--- src/rtl/mii_txf_pkg.sv ---
package mii_txf_pkg;

  localparam logic [3:0]  PRE_NIB    = 4'h5;
  localparam logic [3:0]  SFD_NIB    = 4'hD;
  localparam logic [3:0]  JAM_NIB    = 4'hA;
  localparam logic [31:0] CRC_POLY_R = 32'hEDB88320;

  typedef enum logic [2:0] {
    SEL_IDLE, SEL_PRE, SEL_SFD, SEL_DATA, SEL_FCS, SEL_JAM
  } nibSel_e;

  // strobes from control to datapath
  typedef struct packed {
    nibSel_e    sel;
    logic       crcInit;
    logic       crcStep;
    logic       crcShift;
    logic       loadWord;
    logic [1:0] lane;
    logic       hiNib;
    logic       padZero;
  } txStrobe_t;

  // reflected CRC-32 update, nibble bit 0 first
  function automatic logic [31:0] crcNibble(input logic [31:0] cIn, input logic [3:0] d);
    logic [31:0] c;
    c = cIn;
    for (int j = 0; j < 4; j++) begin
      if (c[0] ^ d[j]) c = (c >> 1) ^ CRC_POLY_R;
      else             c = c >> 1;
    end
    return c;
  endfunction

endpackage

--- src/rtl/txf_ctrl.sv ---
module txf_ctrl
  import mii_txf_pkg::*;
#(
  parameter int ADDR_W    = 9,
  parameter int LEN_W     = 12,
  parameter int MIN_BYTES = 60
) (
  input  logic              clk,
  input  logic              rstN,
  input  logic              start,
  input  logic [LEN_W-1:0]  frameLen,
  input  logic              halfDuplex,
  input  logic              crs,
  input  logic              col,
  output logic              memRdEn,
  output logic [ADDR_W-1:0] memRdAddr,
  output txStrobe_t         stb,
  output logic              txEn,
  output logic              done,
  output logic              collided,
  output logic              busy
);

  localparam int CNT_W = LEN_W + 1;

  typedef enum logic [2:0] {
    ST_IDLE, ST_DEFER, ST_PRE, ST_DATA, ST_FCS, ST_JAM, ST_END
  } state_e;

  state_e           state;
  logic [CNT_W-1:0] cnt;
  logic [LEN_W-1:0] lenQ;
  logic             hdQ;
  logic             colFlag;
  logic             rdPend;

  logic [LEN_W-1:0] padLen;
  logic [CNT_W-1:0] payNibs;
  logic [CNT_W-1:0] nextWordIdx;
  logic             fetchOk;
  logic             frameSending;
  logic             colHit;

  assign padLen       = (lenQ < LEN_W'(MIN_BYTES)) ? LEN_W'(MIN_BYTES) : lenQ;
  assign payNibs      = {padLen, 1'b0};
  assign nextWordIdx  = (cnt >> 3) + CNT_W'(1);
  assign fetchOk      = {nextWordIdx, 2'b00} < (CNT_W + 2)'(lenQ);
  assign frameSending = (state == ST_PRE) || (state == ST_DATA) || (state == ST_FCS);
  assign colHit       = hdQ && col && frameSending;

  // buffer read requests, one cycle ahead of the word capture
  always_comb begin
    memRdEn   = 1'b0;
    memRdAddr = '0;
    if (state == ST_PRE && cnt == CNT_W'(14) && lenQ != '0) begin
      memRdEn = 1'b1;
    end else if (state == ST_DATA && cnt[2:0] == 3'd6 && fetchOk) begin
      memRdEn   = 1'b1;
      memRdAddr = nextWordIdx[ADDR_W-1:0];
    end
  end

  always_comb begin
    stb          = '0;
    stb.sel      = SEL_IDLE;
    stb.lane     = cnt[2:1];
    stb.hiNib    = cnt[0];
    stb.padZero  = (cnt >> 1) >= CNT_W'(lenQ);
    stb.loadWord = rdPend;
    stb.crcInit  = (state == ST_IDLE);
    case (state)
      ST_PRE:  stb.sel = (cnt == CNT_W'(15)) ? SEL_SFD : SEL_PRE;
      ST_DATA: begin stb.sel = SEL_DATA; stb.crcStep = 1'b1; end
      ST_FCS:  begin stb.sel = SEL_FCS;  stb.crcShift = 1'b1; end
      ST_JAM:  stb.sel = SEL_JAM;
      default: stb.sel = SEL_IDLE;
    endcase
  end

  assign txEn     = frameSending || (state == ST_JAM);
  assign done     = (state == ST_END);
  assign busy     = (state != ST_IDLE);
  assign collided = colFlag;

  always_ff @(posedge clk or negedge rstN) begin
    if (!rstN) begin
      state   <= ST_IDLE;
      cnt     <= '0;
      lenQ    <= '0;
      hdQ     <= 1'b0;
      colFlag <= 1'b0;
      rdPend  <= 1'b0;
    end else begin
      rdPend <= memRdEn;
      if (colHit) begin
        state   <= ST_JAM;
        cnt     <= '0;
        colFlag <= 1'b1;
      end else begin
        case (state)
          ST_IDLE: begin
            cnt <= '0;
            if (start) begin
              lenQ    <= frameLen;
              hdQ     <= halfDuplex;
              colFlag <= 1'b0;
              state   <= (halfDuplex && crs) ? ST_DEFER : ST_PRE;
            end
          end
          ST_DEFER: if (!crs) state <= ST_PRE;
          ST_PRE: begin
            if (cnt == CNT_W'(15)) begin state <= ST_DATA; cnt <= '0; end
            else cnt <= cnt + CNT_W'(1);
          end
          ST_DATA: begin
            if (cnt == payNibs - CNT_W'(1)) begin state <= ST_FCS; cnt <= '0; end
            else cnt <= cnt + CNT_W'(1);
          end
          ST_FCS, ST_JAM: begin
            if (cnt == CNT_W'(7)) begin state <= ST_END; cnt <= '0; end
            else cnt <= cnt + CNT_W'(1);
          end
          default: begin state <= ST_IDLE; cnt <= '0; end
        endcase
      end
    end
  end

  AST_DONE_SINGLE: assert property (@(posedge clk) disable iff (!rstN)
    done |=> !done);
  AST_END_AFTER_TX: assert property (@(posedge clk) disable iff (!rstN)
    $fell(txEn) |-> done);
  AST_RD_IN_RANGE: assert property (@(posedge clk) disable iff (!rstN)
    memRdEn |-> ((LEN_W'(memRdAddr) << 2) < lenQ));
  AST_START_IGNORED: assert property (@(posedge clk) disable iff (!rstN)
    (busy && start) |=> $stable(lenQ));
  AST_DEFER_QUIET: assert property (@(posedge clk) disable iff (!rstN)
    (state == ST_DEFER && crs) |=> !txEn);
  AST_COL_TO_JAM: assert property (@(posedge clk) disable iff (!rstN)
    colHit |=> (colFlag && txEn));
  AST_FULL_NO_COL: assert property (@(posedge clk) disable iff (!rstN)
    (busy && !hdQ) |=> !colFlag);

endmodule

--- src/rtl/txf_dp.sv ---
module txf_dp
  import mii_txf_pkg::*;
(
  input  logic        clk,
  input  logic        rstN,
  input  txStrobe_t   stb,
  input  logic [31:0] memRdData,
  output logic [3:0]  txData
);

  logic [31:0] wordQ;
  logic [31:0] crcQ;
  logic [7:0]  laneByte;
  logic [3:0]  dataNib;
  logic [3:0]  nib;

  assign laneByte = wordQ[{stb.lane, 3'b000} +: 8];
  assign dataNib  = stb.padZero ? 4'h0 : (stb.hiNib ? laneByte[7:4] : laneByte[3:0]);

  always_comb begin
    case (stb.sel)
      SEL_PRE:  nib = PRE_NIB;
      SEL_SFD:  nib = SFD_NIB;
      SEL_DATA: nib = dataNib;
      SEL_FCS:  nib = ~crcQ[3:0];
      SEL_JAM:  nib = JAM_NIB;
      default:  nib = 4'h0;
    endcase
  end

  assign txData = nib;

  always_ff @(posedge clk or negedge rstN) begin
    if (!rstN) begin
      wordQ <= '0;
      crcQ  <= '1;
    end else begin
      if (stb.loadWord) wordQ <= memRdData;
      if (stb.crcInit)       crcQ <= '1;
      else if (stb.crcStep)  crcQ <= crcNibble(crcQ, nib);
      else if (stb.crcShift) crcQ <= {4'h0, crcQ[31:4]};
    end
  end

  AST_FCS_FOLLOWS_DATA: assert property (@(posedge clk) disable iff (!rstN)
    (stb.sel == SEL_FCS) |-> ($past(stb.sel) == SEL_DATA || $past(stb.sel) == SEL_FCS));

endmodule

--- src/rtl/mii_tx_framer.sv ---
module mii_tx_framer
  import mii_txf_pkg::*;
#(
  parameter int MEM_DEPTH = 512,
  parameter int MIN_BYTES = 60,
  localparam int ADDR_W   = $clog2(MEM_DEPTH),
  localparam int LEN_W    = ADDR_W + 3
) (
  input  logic              clk,
  input  logic              rstN,
  input  logic              start,
  input  logic [LEN_W-1:0]  frameLen,
  input  logic              halfDuplex,
  input  logic              crs,
  input  logic              col,
  output logic [ADDR_W-1:0] memRdAddr,
  output logic              memRdEn,
  input  logic [31:0]       memRdData,
  output logic [3:0]        txData,
  output logic              txEn,
  output logic              txEr,
  output logic              done,
  output logic              collided,
  output logic              busy
);

  txStrobe_t stb;

  txf_ctrl #(.ADDR_W(ADDR_W), .LEN_W(LEN_W), .MIN_BYTES(MIN_BYTES)) uCtrl (
    .clk(clk), .rstN(rstN), .start(start), .frameLen(frameLen),
    .halfDuplex(halfDuplex), .crs(crs), .col(col),
    .memRdEn(memRdEn), .memRdAddr(memRdAddr), .stb(stb),
    .txEn(txEn), .done(done), .collided(collided), .busy(busy)
  );

  txf_dp uDp (
    .clk(clk), .rstN(rstN), .stb(stb), .memRdData(memRdData), .txData(txData)
  );

  assign txEr = 1'b0;

endmodule

--- config.mk ---
export PLATFORM = sky130hd
export DESIGN_NAME = mii_tx_framer
export DESIGN_NICKNAME = d
export VERILOG_FILES = /design/src/rtl/mii_txf_pkg.sv /design/src/rtl/txf_ctrl.sv /design/src/rtl/txf_dp.sv /design/src/rtl/mii_tx_framer.sv
export SDC_FILE = /design/constraint.sdc
export NUM_CORES = 1
export LEC_CHECK = 0
export BUFFER_PORTS_ARGS = -buffer_cell sky130_fd_sc_hd__buf_4
export CORE_ASPECT_RATIO = 0.5
export CORE_MARGIN = 3
export CORE_UTILIZATION = 25
export CTS_CLUSTER_DIAMETER = 60
export DETAILED_ROUTE_END_ITERATION = 10
export PLACE_DENSITY = 0.43
export SYNTH_ARGS = -nofsm -noshare
export SYNTH_HDL_FRONTEND = slang
export SYNTH_SLANG_ARGS = --single-unit
--- constraint.sdc ---
create_clock -name clk -period 4.3 [get_ports clk]
set_input_delay 0.215 -clock clk [delete_from_list [all_inputs] [get_ports clk]]
set_output_delay 0.215 -clock clk [all_outputs]
set_load 0.05 [all_outputs]
==> results of run 1 <==
kinds of logic (layout without fill, tap and decap cells):
kind of cell / after synthesis / in the layout / share of synthesized area
buffers and inverters: 81 / 135 / 0.0486
XOR/XNOR: 45 / 45 / 0.0854
other: 1 / 1 / 0.000554
multiplexers: 51 / 51 / 0.0920
AND/OR/NAND/NOR: 219 / 219 / 0.162
flip-flops: 95 / 95 / 0.357
AO/OA/AOI/OAI: 211 / 211 / 0.207
adder cells (fa/ha/maj): 26 / 26 / 0.0480
layout by cell type (no fill, tap or decap), types with 26 or more instances in the layout:
master   instances
buf_4           92
nand2_1         72
ha_1            26
dfrtp_1         60
a21oi_1         40
o21ai_0         53
o22ai_1         44
inv_1           26
dfstp_2         32
nor2_1          47
mux2_2          40
layer usage:
metal | global-route usage | vias to the layer above
met5 | 0 | -
met4 | 0.0324 | 0
met3 | 0.0281 | 15
met2 | 0.231 | 96
met1 | 0.202 | 2868
li1 | - | 2762
worst reg2reg max path: stages, from the launching register on:
cell and delay, ns:
dfrtp_1 0.45, nor4_2 0.55, nand4_1 0.18, nand2_1 0.13, ha_1 0.30, nor3b_2 0.29, xnor2_1 0.10, or4_1 0.46
a21oi_1 0.16, o221a_2 0.23, a31oi_1 0.09, buf_4 0.20, o21ai_1 0.29, a22oi_1 0.14
flip-flops by register name, indices dropped and copies added (netlist names):
name            count
uDp.crcQ           32
uDp.wordQ          32
uCtrl.cnt          13
uCtrl.lenQ         12
uCtrl.state         3
uCtrl.collided      1
uCtrl.hdQ           1
uCtrl.rdPend        1
how the worst max path moves through the flow:
stage | from | endpoint | slack (ns) | cells after the start
2_1_floorplan | uCtrl.cnt[5] | uCtrl.rdPend | 0.69 | 11
3_3_place_gp | uCtrl.cnt[3] | memRdAddr[7] | 0.43 | 11
3_5_place_dp | uCtrl.cnt[3] | memRdEn | 0.47 | 11
4_1_cts | uCtrl.cnt[3] | memRdAddr[6] | 0.03 | 11
5_1_grt | uCtrl.cnt[4] | memRdAddr[5] | 0.13 | 12
6_report | uCtrl.cnt[4] | memRdAddr[6] | 0.43 | 12
what timing repair did:
item | 4_1_cts | 5_1_grt
hold buffers | 1 | 0
setup endpoints to repair | 0 | 10
buffers inserted | 0 | 1
gates resized for setup | 0 | 2
endpoints found under the hold margin | 19 | 0
final cells by class:
type	instances	area (µm²)
inverter	26	97.6
multi-input combinational	553	4030
sequential	95	2420
fill	2701	17900
clock inverter	6	52.6
timing repair buffer	93	701
tap	344	430
clock buffer	10	239
stage by stage:
stage	util	instances	cell area, µm²	power, W	worst slack (ns)
global route	0.308	1127	7970	0.00638	0.127
floorplan	-	729	6770	0.00421	0.690
global placement	0.296	1109	7660	0.00506	0.429
finish	0.308	1127	7970	0.00590	0.431
detailed placement	0.296	1109	7660	0.00510	0.467
CTS	0.307	1126	7960	0.00595	0.0325
power groups by stage:
stage	Combinational (W)	Clock [W]	Sequential (W)
after global routing	0.00378	0.000879	0.00172
after floorplan	0.00266	0	0.00155
after CTS	0.00344	0.000849	0.00166
final	0.00341	0.000825	0.00167
after global placement	0.00339	0	0.00167
after detailed placement	0.00343	0	0.00168
==> flow_metrics.env, run 1 <==
export IMPL_status="finished clean"
export IMPL_top_layer="met4"
export IMPL_row_count=41
export IMPL_clkTransAtPathRegs_ns=0.08
export IMPL_numCtsBuffers=9
export IMPL_io_pins=69
export IMPL_tns_ns=0
export IMPL_hp_class="in -> reg"
export IMPL_overflow=0
export IMPL_endpoint_kind="output pin"
export IMPL_leakagePower_nw=3.48
export IMPL_synth_area_top_cells="dfrtp_1 23%, dfstp_2 12%, mux2_2 6.7%, ha_1 4.8%, o22ai_1 4.1%"
export IMPL_grt_first_pass_wirelength_mm=33.0
export IMPL_slowest_stage="dfrtp_2"
export IMPL_synth_distinct_cells=70
export IMPL_synth_flop_cell="dfrtp_1"
export IMPL_cts_path_max_buffers=2
export IMPL_clkPwrFrac=0.140
export IMPL_yosysMostFrequentCell="nand2_1"
export IMPL_routed_wl_mm=20.6
export IMPL_cpPeakStageDelay_ns=0.52
export IMPL_wl_met3_um=690
export IMPL_min_delay_start="frameLen[7]"
export IMPL_critPathTopFamily="simple AND/OR/NAND/NOR gates"
export IMPL_fin_worst_skew_ns=0.0119
export IMPL_holdPathEnd="uCtrl.lenQ[7]"
export IMPL_fp_dieW_um=239
export IMPL_synth_avg_cell_area_um2=9.29
export IMPL_tightest_slew_ns=0.873
export IMPL_num_antenna_cells=0
export IMPL_path_buf_inv=2
export IMPL_async_flop_share=1.00
export IMPL_worstPathRequired_ns=4.09
export IMPL_ys_seq_area_frac=0.357
export IMPL_area_growth_pct=17.7
export IMPL_drt_first_pass_iters=5
export IMPL_cts_tree="yes"
export IMPL_r2r_end="uCtrl.cnt[3]"
export IMPL_netlist_area_um2=6770
export IMPL_initial_core_util=0.261
export IMPL_synth_seq_cells=95
export IMPL_ff2ff_setup_slack_ns=0.60
export IMPL_yosys_area_top_type_share=0.233
export IMPL_cts_sinks=95
export IMPL_p_int_w=0.00320
export IMPL_worstReg2RegStart="uCtrl.lenQ[6]"
export IMPL_slew_headroom=0.417
export IMPL_drv_cap=0
export IMPL_met2_length_mm=9.50
export IMPL_worstPathArrival_ns=3.65
export IMPL_hold_ws_ns=0.0474
export IMPL_grt_use_total=0.144
export IMPL_clk_latency_ns=0.37
export IMPL_die_h_um=122
export IMPL_ant_nets=0
export IMPL_worst_path_max_fanout=11
export IMPL_fmax_mhz=258
export IMPL_grt_max_degree=66
export IMPL_drt_initial_drc_count=421
export IMPL_drv_slew=0
export IMPL_startpoint_type="register"
export IMPL_seqPwrFrac=0.282
export IMPL_holdPathStages=3
export IMPL_ir_drop_mv=0.261
export IMPL_viasPerCell=5.09
export IMPL_grt_pass1_vias=5718
export IMPL_synth_edff_count=0
export IMPL_core_area_um2=25900
export IMPL_cts_max_level=3
export IMPL_hpwl_mm=14.5
export IMPL_post_route_min_period_ns=3.87
export IMPL_worst_setup_path_type="reg -> out"
export IMPL_nNetsFinal=854
export IMPL_synth_common_cells="72 x nand2_1, 63 x dfrtp_1, 53 x o21ai_0"
export IMPL_cts_root_buf="clkbuf_16"
export IMPL_synthCells=729
export IMPL_netSwitchingFraction=0.457
export IMPL_final_period_utilization=0.900
export IMPL_drc_errors=0
export IMPL_die_area_um2=29200
export IMPL_post_drt_wl_per_cell_um=18.3
export IMPL_crit_path_cell_trace="ha_1 > nand3_1 > nor2_1 > nand3_1 > xnor2_1 > ha_1 > nor2b_1 > o21ai_0 > o211ai_1 > buf_4 > nor3b_1 > buf_4"
export IMPL_cellPowerDensity_nw_per_um2=740
export IMPL_yosysWarnings=0
export IMPL_setup_viol=0
export IMPL_p_sw_w=0.00270
export IMPL_gp_congestion=0.905
export IMPL_combPwrFrac=0.578
export IMPL_rsz0062_at_grt="no"
export IMPL_antenna_found_initial=0
export IMPL_vias=5741
export IMPL_synth_area_leader_cell="dfrtp_1"
export IMPL_drive_above_1_share=0.259
export IMPL_syn_nets=805
export IMPL_portBuffers=67
export IMPL_hold_viol=0
export IMPL_met1Wirelength_mm=10.2
export IMPL_r2r_cells=13
(Power assumes the default switching activity.)
==> run 2: changes to the inputs <==
--- a/config.mk
+++ b/config.mk
@@ -11,6 +11,7 @@
 export CORE_UTILIZATION = 25
 export CTS_CLUSTER_DIAMETER = 60
 export DETAILED_ROUTE_END_ITERATION = 10
+export HOLD_SLACK_MARGIN = 0.02
 export PLACE_DENSITY = 0.43
 export SYNTH_ARGS = -nofsm -noshare
 export SYNTH_HDL_FRONTEND = slang
==> constraint.sdc (replaced) <==
create_clock -name clk -period 4.4 [get_ports clk]
set_input_delay 0.22 -clock clk [delete_from_list [all_inputs] [get_ports clk]]
set_output_delay 0.22 -clock clk [all_outputs]
set_load 0.05 [all_outputs]
==> run 2 against run 1 <==
Compared with the run above:
- clock skew rose by 0.0028 ns
- combinational power fell by 1%
- wire length hardly changed
- highest routed layer unchanged
- worst setup slack got worse by 0.24 ns
- non-clock buffer count shrank 2
- clock power rose by 7.3%
- sequential share of layout area decreased by 0.079 points
- core utilization about the same
- critical path type unchanged
- first-iteration DRC count down 19%
- die area is the same
==> flow_metrics.env, run 2 (same netlist as run 1, synthesis figures left out) <==
export IMPL_final_util=0.308
export IMPL_ir_drop_mv=0.302
export IMPL_post_route_min_period_ns=4.21
export IMPL_drive_above_1_share=0.255
export IMPL_layout_commonest_cell="buf_4"
export IMPL_vias=5715
export IMPL_layoutNonFillerInstCount=1124
export IMPL_cellPowerDensity_nw_per_um2=737
export IMPL_routed_wl_mm=20.6
export IMPL_worst_setup_path_type="reg -> out"
export IMPL_fp_dieW_um=239
export IMPL_gp_congestion=0.937
export IMPL_clk_latency_ns=0.36
export IMPL_worstPathArrival_ns=3.99
export IMPL_setup_slack_ns=0.188
export IMPL_leakagePower_nw=3.49
export IMPL_antenna_found_initial=0
export IMPL_row_count=41
export IMPL_cts_max_level=3
export IMPL_overflow=0
export IMPL_fin_worst_skew_ns=0.0147
export IMPL_area_growth_pct=17.9
export IMPL_nNetsFinal=852
export IMPL_worst_path_max_fanout=11
export IMPL_portBuffers=67
export IMPL_grt_pass1_vias=5645
export IMPL_grt_max_degree=66
export IMPL_tns_ns=0
export IMPL_dp_cells=1107
export IMPL_numCtsBuffers=9
export IMPL_cts_tree="yes"
export IMPL_crit_path_cell_trace="ha_1 > nand3_1 > nor2_1 > nand3_1 > xnor2_1 > ha_1 > nand4_1 > a21oi_1 > buf_4 > o21ai_0 > buf_4"
export IMPL_drt_first_pass_iters=5
export IMPL_critPathTopFamily="simple AND/OR/NAND/NOR gates"
export IMPL_drt_initial_drc_count=342
export IMPL_ant_nets=0
export IMPL_cts_sinks=95
export IMPL_fmax_mhz=237
export IMPL_top_regs="uDp.crcQ: 32 flops, uDp.wordQ: 32 flops, uCtrl.cnt: 13 flops"
export IMPL_cts_path_max_buffers=2
export IMPL_die_h_um=122
export IMPL_final_period_utilization=0.957
export IMPL_initial_core_util=0.261
export IMPL_path_buf_inv=2
export IMPL_finalPower_w=0.00588
export IMPL_hpwl_mm=14.3
export IMPL_n_fill_cell=2669
export IMPL_status="finished clean"
export IMPL_drc_errors=0
export IMPL_setup_viol=0
export IMPL_drv_slew=0
export IMPL_rsz0062_at_grt="no"
export IMPL_hp_class="in -> reg"
export IMPL_num_antenna_cells=0
export IMPL_endpoint_kind="output pin"
export IMPL_tightest_slew_ns=0.915
export IMPL_pre_cts_ws_ns=0.485
export IMPL_cpPeakStageDelay_ns=0.67
export IMPL_slew_headroom=0.388
export IMPL_io_pins=69
export IMPL_startpoint_type="register"
export IMPL_cts_root_buf="clkbuf_16"
export IMPL_core_area_um2=25900
export IMPL_worstPathRequired_ns=4.18
export IMPL_grt_first_pass_wirelength_mm=32.7
export IMPL_slowest_stage="a21oi_1"
export IMPL_hold_viol=0
export IMPL_die_area_um2=29200
export IMPL_drv_cap=0
export IMPL_grt_use_total=0.143
export IMPL_clkTransAtPathRegs_ns=0.08
export IMPL_final_cell_mix="90 x buf_4, 72 x nand2_1, 62 x dfrtp_1, 53 x o21ai_0, 47 x nor2_1"
export IMPL_viasPerCell=5.08
export IMPL_post_drt_wl_per_cell_um=18.4
## run 2: routing by layer
metal	up-vias	part of all wire	global-route usage	wire length [µm]
met5	-	0	0	0
met1	2865	0.51	0.203	10500
li1	2765	-	-	-
met2	68	0.45	0.226	9370
met4	0	0.012	0.0351	256
met3	17	0.025	0.0240	516
## run 2: stage by stage
| stage | area [µm²] | hold WS, ns |
|---|---|---|
| 4_1_cts | 7970 | 0.0454 |
| 2_1_floorplan | 6770 | -0.0756 |
| 6_report | 7980 | 0.0571 |
| 3_3_place_gp | 7640 | 0.349 |
| 3_5_place_dp | 7640 | 0.346 |
| 5_1_grt | 7980 | 0.0654 |
## run 2: worst paths after layout
kind | cells past startpoint | slack, ns | start | endpoint
max reg2reg | 13 | 0.65 | uCtrl.lenQ[6] | uCtrl.cnt[3]
min reg2reg | 1 | 0.51 | uDp.wordQ[14] | uDp.wordQ[14]
min in group asynchronous | 2 | 0.45 | rstN | uCtrl.lenQ[9]
max | 11 | 0.19 | uCtrl.cnt[4] | memRdEn
max in group asynchronous | 3 | 2.91 | rstN | uDp.wordQ[18]
min | 3 | 0.06 | frameLen[4] | uCtrl.lenQ[4]
## run 2: cell type report
class | count | area [µm²] | area share
clock buffers | 9 | 225 | 0.0282
multi-input cells | 553 | 4030 | 0.505
clock inverters | 6 | 91.3 | 0.0114
well taps | 344 | 430 | 0.0539
inverters | 26 | 97.6 | 0.0122
repair buffers | 91 | 686 | 0.0859
flip-flops and latches | 95 | 2420 | 0.303
## run 2: worst reg2reg max path: cells and delay by family (launching register included)
family                   cells  cell delay (ns)
buffers and inverters        1             0.21
adder cells (fa/ha/maj)      1             0.32
AND/OR/NAND/NOR              5             1.62
AO/OA/AOI/OAI                5             0.89
flip-flops                   1             0.45
XOR/XNOR                     1             0.12
## run 2: report_power, final
group	switching (W)	total, W	internal [W]
combinational	0.00191	0.00337	0.00146
sequential	0.000364	0.00163	0.00126
clock	0.000384	0.000885	0.000501
total	0.00266	0.00588	0.00322
## run 2: what timing repair did
action / CTS / global route
buffers inserted: 0 / 1
endpoints found under the hold margin: 22 / 0
setup endpoints to repair: 0 / 10
hold buffers: 1 / 0
gates resized for setup: 0 / 1
